File: src/rtl/sar_rd_pkg.sv
// Shared types for the serial converter read controller.
package sar_rd_pkg;
    typedef enum logic [2:0] {
        ST_IDLE,
        ST_CONV,
        ST_WLO,
        ST_WHI,
        ST_SHIFT
    } rd_state_t;
endpackage

File: src/rtl/sar_sclk_div.sv
// Serial clock divider: while run_i is high, toggles sclk every HALF_DIV
// system clocks, starting low. Flags the system-clock edge on which sclk
// rises or falls. Assumes run_i drops on the edge of the final fall.
module sar_sclk_div #(
    parameter int HALF_DIV = 2
) (
    input  logic clk,
    input  logic rst_n,
    input  logic run_i,
    output logic sclk_o,
    output logic rise_o,
    output logic fall_o
);
    localparam int CW = (HALF_DIV > 1) ? $clog2(HALF_DIV) : 1;

    logic [CW-1:0] cnt;
    logic          sclk_q;
    logic          last;

    assign last   = (cnt == CW'(HALF_DIV - 1));
    assign rise_o = run_i && last && !sclk_q;
    assign fall_o = run_i && last && sclk_q;
    assign sclk_o = sclk_q;

    // Half-period counter and clock toggle.
    always_ff @(posedge clk) begin
        if (!rst_n || !run_i) begin
            cnt    <= '0;
            sclk_q <= 1'b0;
        end else if (last) begin
            cnt    <= '0;
            sclk_q <= ~sclk_q;
        end else begin
            cnt <= cnt + 1'b1;
        end
    end


    sclk_park_chk: assert property (@(posedge clk) disable iff (!rst_n)
        !run_i |=> !sclk_o);
endmodule

File: src/rtl/sar_word_cap.sv
// Word assembler: shifts one bit per sample strobe, MSB first, and emits
// a word with its chain index each WORD_W samples. clr_i restarts the
// bit and word counters. Assumes strobes are at least two clocks apart.
module sar_word_cap #(
    parameter int WORD_W  = 16,
    parameter int DEVICES = 2
) (
    input  logic              clk,
    input  logic              rst_n,
    input  logic              clr_i,
    input  logic              smp_i,
    input  logic              sdata_i,
    output logic [WORD_W-1:0] word_o,
    output logic [((DEVICES > 1) ? $clog2(DEVICES) : 1)-1:0] idx_o,
    output logic              valid_o
);
    localparam int BW = $clog2(WORD_W);
    localparam int IW = (DEVICES > 1) ? $clog2(DEVICES) : 1;

    logic [WORD_W-2:0] sh;
    logic [BW-1:0]     bcnt;
    logic [IW-1:0]     widx;

    // Shift register, bit counter and word hand-off.
    always_ff @(posedge clk) begin
        if (!rst_n) begin
            sh      <= '0;
            bcnt    <= '0;
            widx    <= '0;
            word_o  <= '0;
            idx_o   <= '0;
            valid_o <= 1'b0;
        end else begin
            valid_o <= 1'b0;
            if (clr_i) begin
                bcnt <= '0;
                widx <= '0;
            end else if (smp_i) begin
                sh <= {sh[WORD_W-3:0], sdata_i};
                if (bcnt == BW'(WORD_W - 1)) begin
                    bcnt    <= '0;
                    word_o  <= {sh, sdata_i};
                    idx_o   <= widx;
                    valid_o <= 1'b1;
                    widx    <= widx + 1'b1;
                end else begin
                    bcnt <= bcnt + 1'b1;
                end
            end
        end
    end


    word_idx_range_chk: assert property (@(posedge clk) disable iff (!rst_n)
        valid_o |-> ({1'b0, idx_o} < (IW+1)'(DEVICES)));

    word_single_chk: assert property (@(posedge clk) disable iff (!rst_n)
        valid_o |=> !valid_o);
endmodule

File: src/rtl/sar_read_ctrl.sv
// Read-after-conversion controller: start pulse on conv_n_o, wait for the
// busy low/high handshake with a timeout, then a burst of divided serial
// clock pulses capturing DEVICES words. Assumes busy_i and sdata_i are
// synchronous to clk and TIMEOUT > CONV_LOW.
module sar_read_ctrl
    import sar_rd_pkg::*;
#(
    parameter int WORD_W   = 16,
    parameter int DEVICES  = 2,
    parameter int HALF_DIV = 2,
    parameter int CONV_LOW = 2,
    parameter int TIMEOUT  = 500
) (
    input  logic              clk,
    input  logic              rst_n,
    input  logic              start_i,
    input  logic              rise_mode_i,
    input  logic              busy_i,
    input  logic              sdata_i,
    output logic              conv_n_o,
    output logic              cs_n_o,
    output logic              sclk_o,
    output logic [WORD_W-1:0] word_o,
    output logic [((DEVICES > 1) ? $clog2(DEVICES) : 1)-1:0] word_idx_o,
    output logic              word_valid_o,
    output logic              done_o,
    output logic              err_o,
    output logic              idle_o
);
    localparam int PW = $clog2(WORD_W * DEVICES + 2);
    localparam int TW = $clog2(TIMEOUT + 1);

    rd_state_t     state;
    logic [TW-1:0] tcnt;
    logic [PW-1:0] pcnt;
    logic [PW-1:0] total;
    logic          mode_q;
    logic          done_q;
    logic          err_q;
    logic          run;
    logic          rise;
    logic          fall;
    logic          smp;
    logic          accept;
    logic          tmo;

    assign run      = (state == ST_SHIFT);
    assign accept   = (state == ST_IDLE) && start_i;
    assign total    = PW'(WORD_W * DEVICES) + {{(PW-1){1'b0}}, mode_q};
    assign smp      = mode_q ? (rise && (pcnt != '0)) : fall;
    assign tmo      = (tcnt == TW'(TIMEOUT - 1));
    assign conv_n_o = (state != ST_CONV);
    assign cs_n_o   = 1'b0;
    assign done_o   = done_q;
    assign err_o    = err_q;
    assign idle_o   = (state == ST_IDLE);

    sar_sclk_div #(.HALF_DIV(HALF_DIV)) u_div (
        .clk   (clk),
        .rst_n (rst_n),
        .run_i (run),
        .sclk_o(sclk_o),
        .rise_o(rise),
        .fall_o(fall)
    );

    sar_word_cap #(.WORD_W(WORD_W), .DEVICES(DEVICES)) u_cap (
        .clk    (clk),
        .rst_n  (rst_n),
        .clr_i  (accept),
        .smp_i  (smp),
        .sdata_i(sdata_i),
        .word_o (word_o),
        .idx_o  (word_idx_o),
        .valid_o(word_valid_o)
    );

    // Sequencer: start pulse, busy handshake with timeout, clock burst.
    always_ff @(posedge clk) begin
        if (!rst_n) begin
            state  <= ST_IDLE;
            tcnt   <= '0;
            pcnt   <= '0;
            mode_q <= 1'b0;
            done_q <= 1'b0;
            err_q  <= 1'b0;
        end else begin
            done_q <= 1'b0;
            case (state)
                ST_IDLE: begin
                    if (start_i) begin
                        state  <= ST_CONV;
                        tcnt   <= '0;
                        pcnt   <= '0;
                        mode_q <= rise_mode_i;
                        err_q  <= 1'b0;
                    end
                end
                ST_CONV: begin
                    tcnt <= tcnt + 1'b1;
                    if (tcnt == TW'(CONV_LOW - 1)) state <= ST_WLO;
                end
                ST_WLO: begin
                    tcnt <= tcnt + 1'b1;
                    if (tmo) begin
                        err_q <= 1'b1;
                        state <= ST_IDLE;
                    end else if (!busy_i) begin
                        state <= ST_WHI;
                    end
                end
                ST_WHI: begin
                    tcnt <= tcnt + 1'b1;
                    if (tmo) begin
                        err_q <= 1'b1;
                        state <= ST_IDLE;
                    end else if (busy_i) begin
                        state <= ST_SHIFT;
                    end
                end
                ST_SHIFT: begin
                    if (rise) pcnt <= pcnt + 1'b1;
                    if (fall && (pcnt == total)) begin
                        state  <= ST_IDLE;
                        done_q <= 1'b1;
                    end
                end
                default: state <= ST_IDLE;
            endcase
        end
    end


    conv_from_idle_chk: assert property (@(posedge clk) disable iff (!rst_n)
        $fell(conv_n_o) |-> ($past(state) == ST_IDLE) && $past(start_i));

    no_restart_chk: assert property (@(posedge clk) disable iff (!rst_n)
        (state != ST_IDLE) |=> !$fell(conv_n_o));

    quiet_wait_chk: assert property (@(posedge clk) disable iff (!rst_n)
        (state inside {ST_CONV, ST_WLO, ST_WHI}) |-> !sclk_o);

    done_single_chk: assert property (@(posedge clk) disable iff (!rst_n)
        done_o |=> !done_o);

    done_sclk_low_chk: assert property (@(posedge clk) disable iff (!rst_n)
        done_o |-> !sclk_o);

    err_source_chk: assert property (@(posedge clk) disable iff (!rst_n)
        $rose(err_o) |-> ($past(state) == ST_WLO) || ($past(state) == ST_WHI));
endmodule

File: config.mk
export PLATFORM = sky130hd
export DESIGN_NAME = sar_read_ctrl
export DESIGN_NICKNAME = d
export VERILOG_FILES = /design/src/rtl/sar_rd_pkg.sv /design/src/rtl/sar_sclk_div.sv /design/src/rtl/sar_word_cap.sv /design/src/rtl/sar_read_ctrl.sv
export SDC_FILE = /design/constraint.sdc
export NUM_CORES = 1
export LEC_CHECK = 0
export BUFFER_PORTS_ARGS = -buffer_cell sky130_fd_sc_hd__buf_2
export CORE_ASPECT_RATIO = 1.4
export CORE_UTILIZATION = 52
export DETAILED_ROUTE_END_ITERATION = 8
export PLACE_DENSITY = 0.74
export REMOVE_ABC_BUFFERS = 1
export SLEW_MARGIN = 10
export SYNTH_ARGS = -nofsm -noshare
export SYNTH_HDL_FRONTEND = slang
export SYNTH_SLANG_ARGS = --single-unit
File: constraint.sdc
create_clock -name clk -period 1.9 [get_ports clk]
set_input_delay 0.095 -clock clk [delete_from_list [all_inputs] [get_ports clk]]
set_output_delay 0.095 -clock clk [all_outputs]
set_load 0.05 [all_outputs]
==> flow_results.xml <==
<?xml version="1.0" encoding="UTF-8"?>
<metrics>
  <group name="global_route">
    <metric name="grt_pass1_vias" unit="">1992</metric>
    <metric name="global_route.usage.total" unit="">0.207</metric>
    <metric name="grt_overflow_total" unit="">0</metric>
    <metric name="grt_pass1_wl" unit="mm">8.65</metric>
    <metric name="largest_net_degree_at_the_start_of_global_routing" unit="">40</metric>
    <metric name="grt_antenna_before_repair" unit="">0</metric>
  </group>
  <group name="floorplanning">
    <metric name="floorplan.initialDensity" unit="">0.546</metric>
    <metric name="chipWidth" unit="um">62.5</metric>
    <metric name="die_h" unit="um">86.7</metric>
    <metric name="die-area" unit="um2">5420</metric>
    <metric name="placement_rows" unit="">30</metric>
    <metric name="placeableCoreArea" unit="um2">4880</metric>
    <metric name="top_level_ports" unit="">30</metric>
  </group>
  <group name="cells_and_area">
    <metric name="final_cell_area" unit="um2">3120</metric>
    <metric name="finalNetCount" unit="">339</metric>
    <metric name="post_layout_nonfiller_instances" unit="">397</metric>
    <metric name="syn2layout_area_growth" unit="%">17.2</metric>
    <metric name="drive_gt1_frac" unit="">0.201</metric>
    <metric name="antenna-diode-count" unit="">0</metric>
  </group>
  <group name="clock_tree">
    <metric name="htree_num_levels" unit="">3</metric>
    <metric name="clock_path_buffers" unit="">2</metric>
    <metric name="cts_tree" unit="">yes</metric>
    <metric name="worstSkewPairLatency" unit="ps">340</metric>
    <metric name="clock-root-buffer" unit="">sky130_fd_sc_hd__clkbuf_8</metric>
    <metric name="numCtsBuffers" unit="">9</metric>
    <metric name="cts.sinks" unit="">61</metric>
    <metric name="path_clk_slew" unit="ps">70</metric>
  </group>
  <group name="timing">
    <metric name="min_period_over_period" unit="">0.934</metric>
    <metric name="number_of_pins_exceeding_their_max_slew_limit_in_the_final_report" unit="">0</metric>
    <metric name="worst_clock_skew" unit="ps">8.38</metric>
    <metric name="fin_hold_ws" unit="ps">36.7</metric>
    <metric name="count_of_endpoints_failing_hold_in_the_final_timing_report" unit="">0</metric>
    <metric name="grt_setup_unrepaired" unit="">false</metric>
    <metric name="setup_viol" unit="">0</metric>
    <metric name="period_minus_slack" unit="ps">1770</metric>
    <metric name="setup-tns-final" unit="ps">0</metric>
    <metric name="fmaxAchievable" unit="MHz">564</metric>
  </group>
  <group name="worst_hold_path">
    <metric name="hold_class" unit="">in2reg</metric>
    <metric name="worst_hold_startpoint" unit="">rise_mode_i</metric>
  </group>
  <group name="outcome">
    <metric name="result_of_the_run" unit="">completed</metric>
  </group>
  <group name="synthesis">
    <metric name="synthesis.instances" unit="">290</metric>
    <metric name="synth_sequential_area_ratio" unit="">0.458</metric>
    <metric name="synth-edff-count" unit="">0</metric>
    <metric name="syn_avg_cell_area" unit="um2">9.19</metric>
    <metric name="yosysUniqueCellTypes" unit="">48</metric>
    <metric name="synth-warning-count" unit="">0</metric>
    <metric name="syn_area" unit="um2">2670</metric>
    <metric name="synth_flop_cell" unit="">sky130_fd_sc_hd__dfxtp_1</metric>
    <metric name="async_set_or_reset_register_ratio_after_synthesis" unit="">0</metric>
    <metric name="ff_latch_count_synth" unit="">61</metric>
  </group>
  <group name="route">
    <metric name="route.vias.total" unit="">2081</metric>
    <metric name="drt_drc_violations_left" unit="">0</metric>
    <metric name="detailedRoute.firstIterationViolations" unit="">106</metric>
    <metric name="avgViaCountPerCell" unit="">5.24</metric>
    <metric name="post_drt_wl_per_cell" unit="um">12.8</metric>
    <metric name="postRouteWirelength" unit="mm">5.07</metric>
    <metric name="antenna_violating_nets_post_route" unit="">0</metric>
    <metric name="drt_pre_antenna_iters" unit="">4</metric>
  </group>
  <group name="place">
    <metric name="routabilityCongestion" unit="">0.833</metric>
    <metric name="dp.final_hpwl" unit="mm">3.43</metric>
    <metric name="placed_cells" unit="">380</metric>
    <metric name="standard_cell_area_after_detailed_placement" unit="um2">2920</metric>
    <metric name="numPortBuffers" unit="">28</metric>
  </group>
  <group name="critical_path">
    <metric name="critPathCaptureType" unit="">flop</metric>
    <metric name="worst_ep_arrival_time" unit="ps">1990</metric>
    <metric name="worstSetupStartpointType" unit="">flop</metric>
    <metric name="worst-endpoint-required" unit="ps">2120</metric>
    <metric name="critPathLaunch" unit="">pcnt[0]$_SDFFE_PN0P_</metric>
    <metric name="worstPathMaxFanout" unit="">12</metric>
    <metric name="r2r_slack" unit="ps">130</metric>
    <metric name="worst_r2r_startpoint" unit="">pcnt[0]$_SDFFE_PN0P_</metric>
    <metric name="timing_worst_setup_path_type" unit="">reg2reg</metric>
  </group>
  <group name="power_and_ir_drop">
    <metric name="total_leakage_power" unit="nW">1.21</metric>
    <metric name="power_density" unit="nW/um2">924</metric>
    <metric name="power.ir.vdd_worst" unit="uV">548</metric>
  </group>
  <group name="flow_run">
    <metric name="maxCapViolCount" unit="">0</metric>
  </group>
</metrics>
[Yosys cell counts, drive strengths merged (4+ instances only)]
| library cell | instances | area share |
|---|---|---|
| nor3 | 7 | 0.015 |
| nor2b | 4 | 0.0094 |
| xnor2 | 9 | 0.030 |
| dfxtp | 61 | 0.46 |
| inv | 5 | 0.0070 |
| clkbuf | 14 | 0.020 |
| mux2i | 34 | 0.13 |
| nand4 | 4 | 0.0094 |
| nand2 | 47 | 0.066 |
| a21oi | 8 | 0.015 |
| nor2 | 33 | 0.046 |
| xor2 | 6 | 0.020 |
| ha | 5 | 0.023 |
| or3 | 4 | 0.0094 |
| buf | 6 | 0.017 |
[sequential cells by signal (all words and copies together) (netlist names), 3 cells and up]
signal / count
u_cap.word_o: 16
u_cap.bcnt: 4
u_cap.sh: 15
state: 3
tcnt: 9
pcnt: 6
[power by group]
part | switching, mW | internal [mW] | total, mW
registers | 0.0293 | 1.31 | 1.34
clock network | 0.483 | 0.532 | 1.01
logic | 0.342 | 0.185 | 0.526
total | 0.854 | 2.03 | 2.88
[area by class of cell]
cell class	count	area [um2]
Inverter	5	18.8
Timing Repair Buffer	47	285
Clock inverter	5	25.0
Sequential cell	61	1220
Clock buffer	11	151
Fill cell	438	1760
Multi-Input combinational cell	204	1340
Tap cell	64	80.1
[metal layers]
| layer | up-vias | part of all wire | global-route usage |
|---|---|---|---|
| met1 | 968 | 0.45 | 0.228 |
| met2 | 41 | 0.49 | 0.351 |
| met4 | 0 | 0.025 | 0.127 |
| met5 | - | 0 | 0 |
| li1 | 1060 | - | - |
| met3 | 12 | 0.035 | 0.0618 |
[placed cells by master (no fill, tap or decap), types with 5 or more instances in the layout]
| master | synthesis | routed |
|---|---|---|
| sky130_fd_sc_hd__xnor2_1 | 9 | 9 |
| sky130_fd_sc_hd__nor3_1 | 6 | 6 |
| sky130_fd_sc_hd__buf_2 | 3 | 28 |
| sky130_fd_sc_hd__a21oi_1 | 8 | 8 |
| sky130_fd_sc_hd__nand2_1 | 47 | 47 |
| sky130_fd_sc_hd__buf_4 | 1 | 18 |
| sky130_fd_sc_hd__nor2_1 | 33 | 33 |
| sky130_fd_sc_hd__dfxtp_1 | 61 | 60 |
| sky130_fd_sc_hd__xor2_1 | 6 | 6 |
| sky130_fd_sc_hd__inv_1 | 5 | 5 |
| sky130_fd_sc_hd__ha_1 | 5 | 5 |
| sky130_fd_sc_hd__mux2i_1 | 34 | 34 |
| sky130_fd_sc_hd__clkbuf_8 | 0 | 11 |
| sky130_fd_sc_hd__clkinv_2 | 0 | 5 |
[repair_timing]
item / 4_1_cts / 5_1_grt
setup buffers: 0 / 0
hold buffers: 1 / 0
gates resized for setup: 0 / 2
endpoints found under the hold margin: 1 / 0
setup endpoints to repair: 0 / 1
[logic make-up after synthesis]
family | after synthesis | synth area share
buffers and inverters | 25 | 0.0437
AND/OR/NAND/NOR | 124 | 0.229
adder cells (fa/ha/maj) | 5 | 0.0235
XOR/XNOR | 15 | 0.0493
other | 1 | 0.00141
multiplexers | 34 | 0.128
flip-flops | 61 | 0.458
AO/OA/AOI/OAI | 25 | 0.0676
[worst max-delay path, cell delays in order (launching register included)]
cell	delay, ps
sky130_fd_sc_hd__dfxtp_1	310
sky130_fd_sc_hd__inv_1	80
sky130_fd_sc_hd__ha_1	130
sky130_fd_sc_hd__or3b_1	330
sky130_fd_sc_hd__o2111a_1	250
sky130_fd_sc_hd__and4_1	210
sky130_fd_sc_hd__buf_4	210
sky130_fd_sc_hd__mux2i_1	130
[path summary, 6_finish.rpt]
check,endpoint,cells after the start
min,mode_q$_SDFFE_PN0P_,3
max reg2reg,u_cap.word_o[11]$_SDFFE_PN0P_,7
max,u_cap.word_o[11]$_SDFFE_PN0P_,7
min reg2reg,u_cap.word_o[13]$_SDFFE_PN0P_,2
[metrics by stage]
step                worst slack, ps  power, mW  utilization
detailed placement             79.0       1.87        0.599
finish                          126       2.88        0.640
CTS                            63.3       2.89        0.637
global placement                128       1.87        0.599
global route                   10.6       3.02        0.640
floorplan                      -947       1.68            -
No activity file was read; power rests on OpenSTA's default activity.
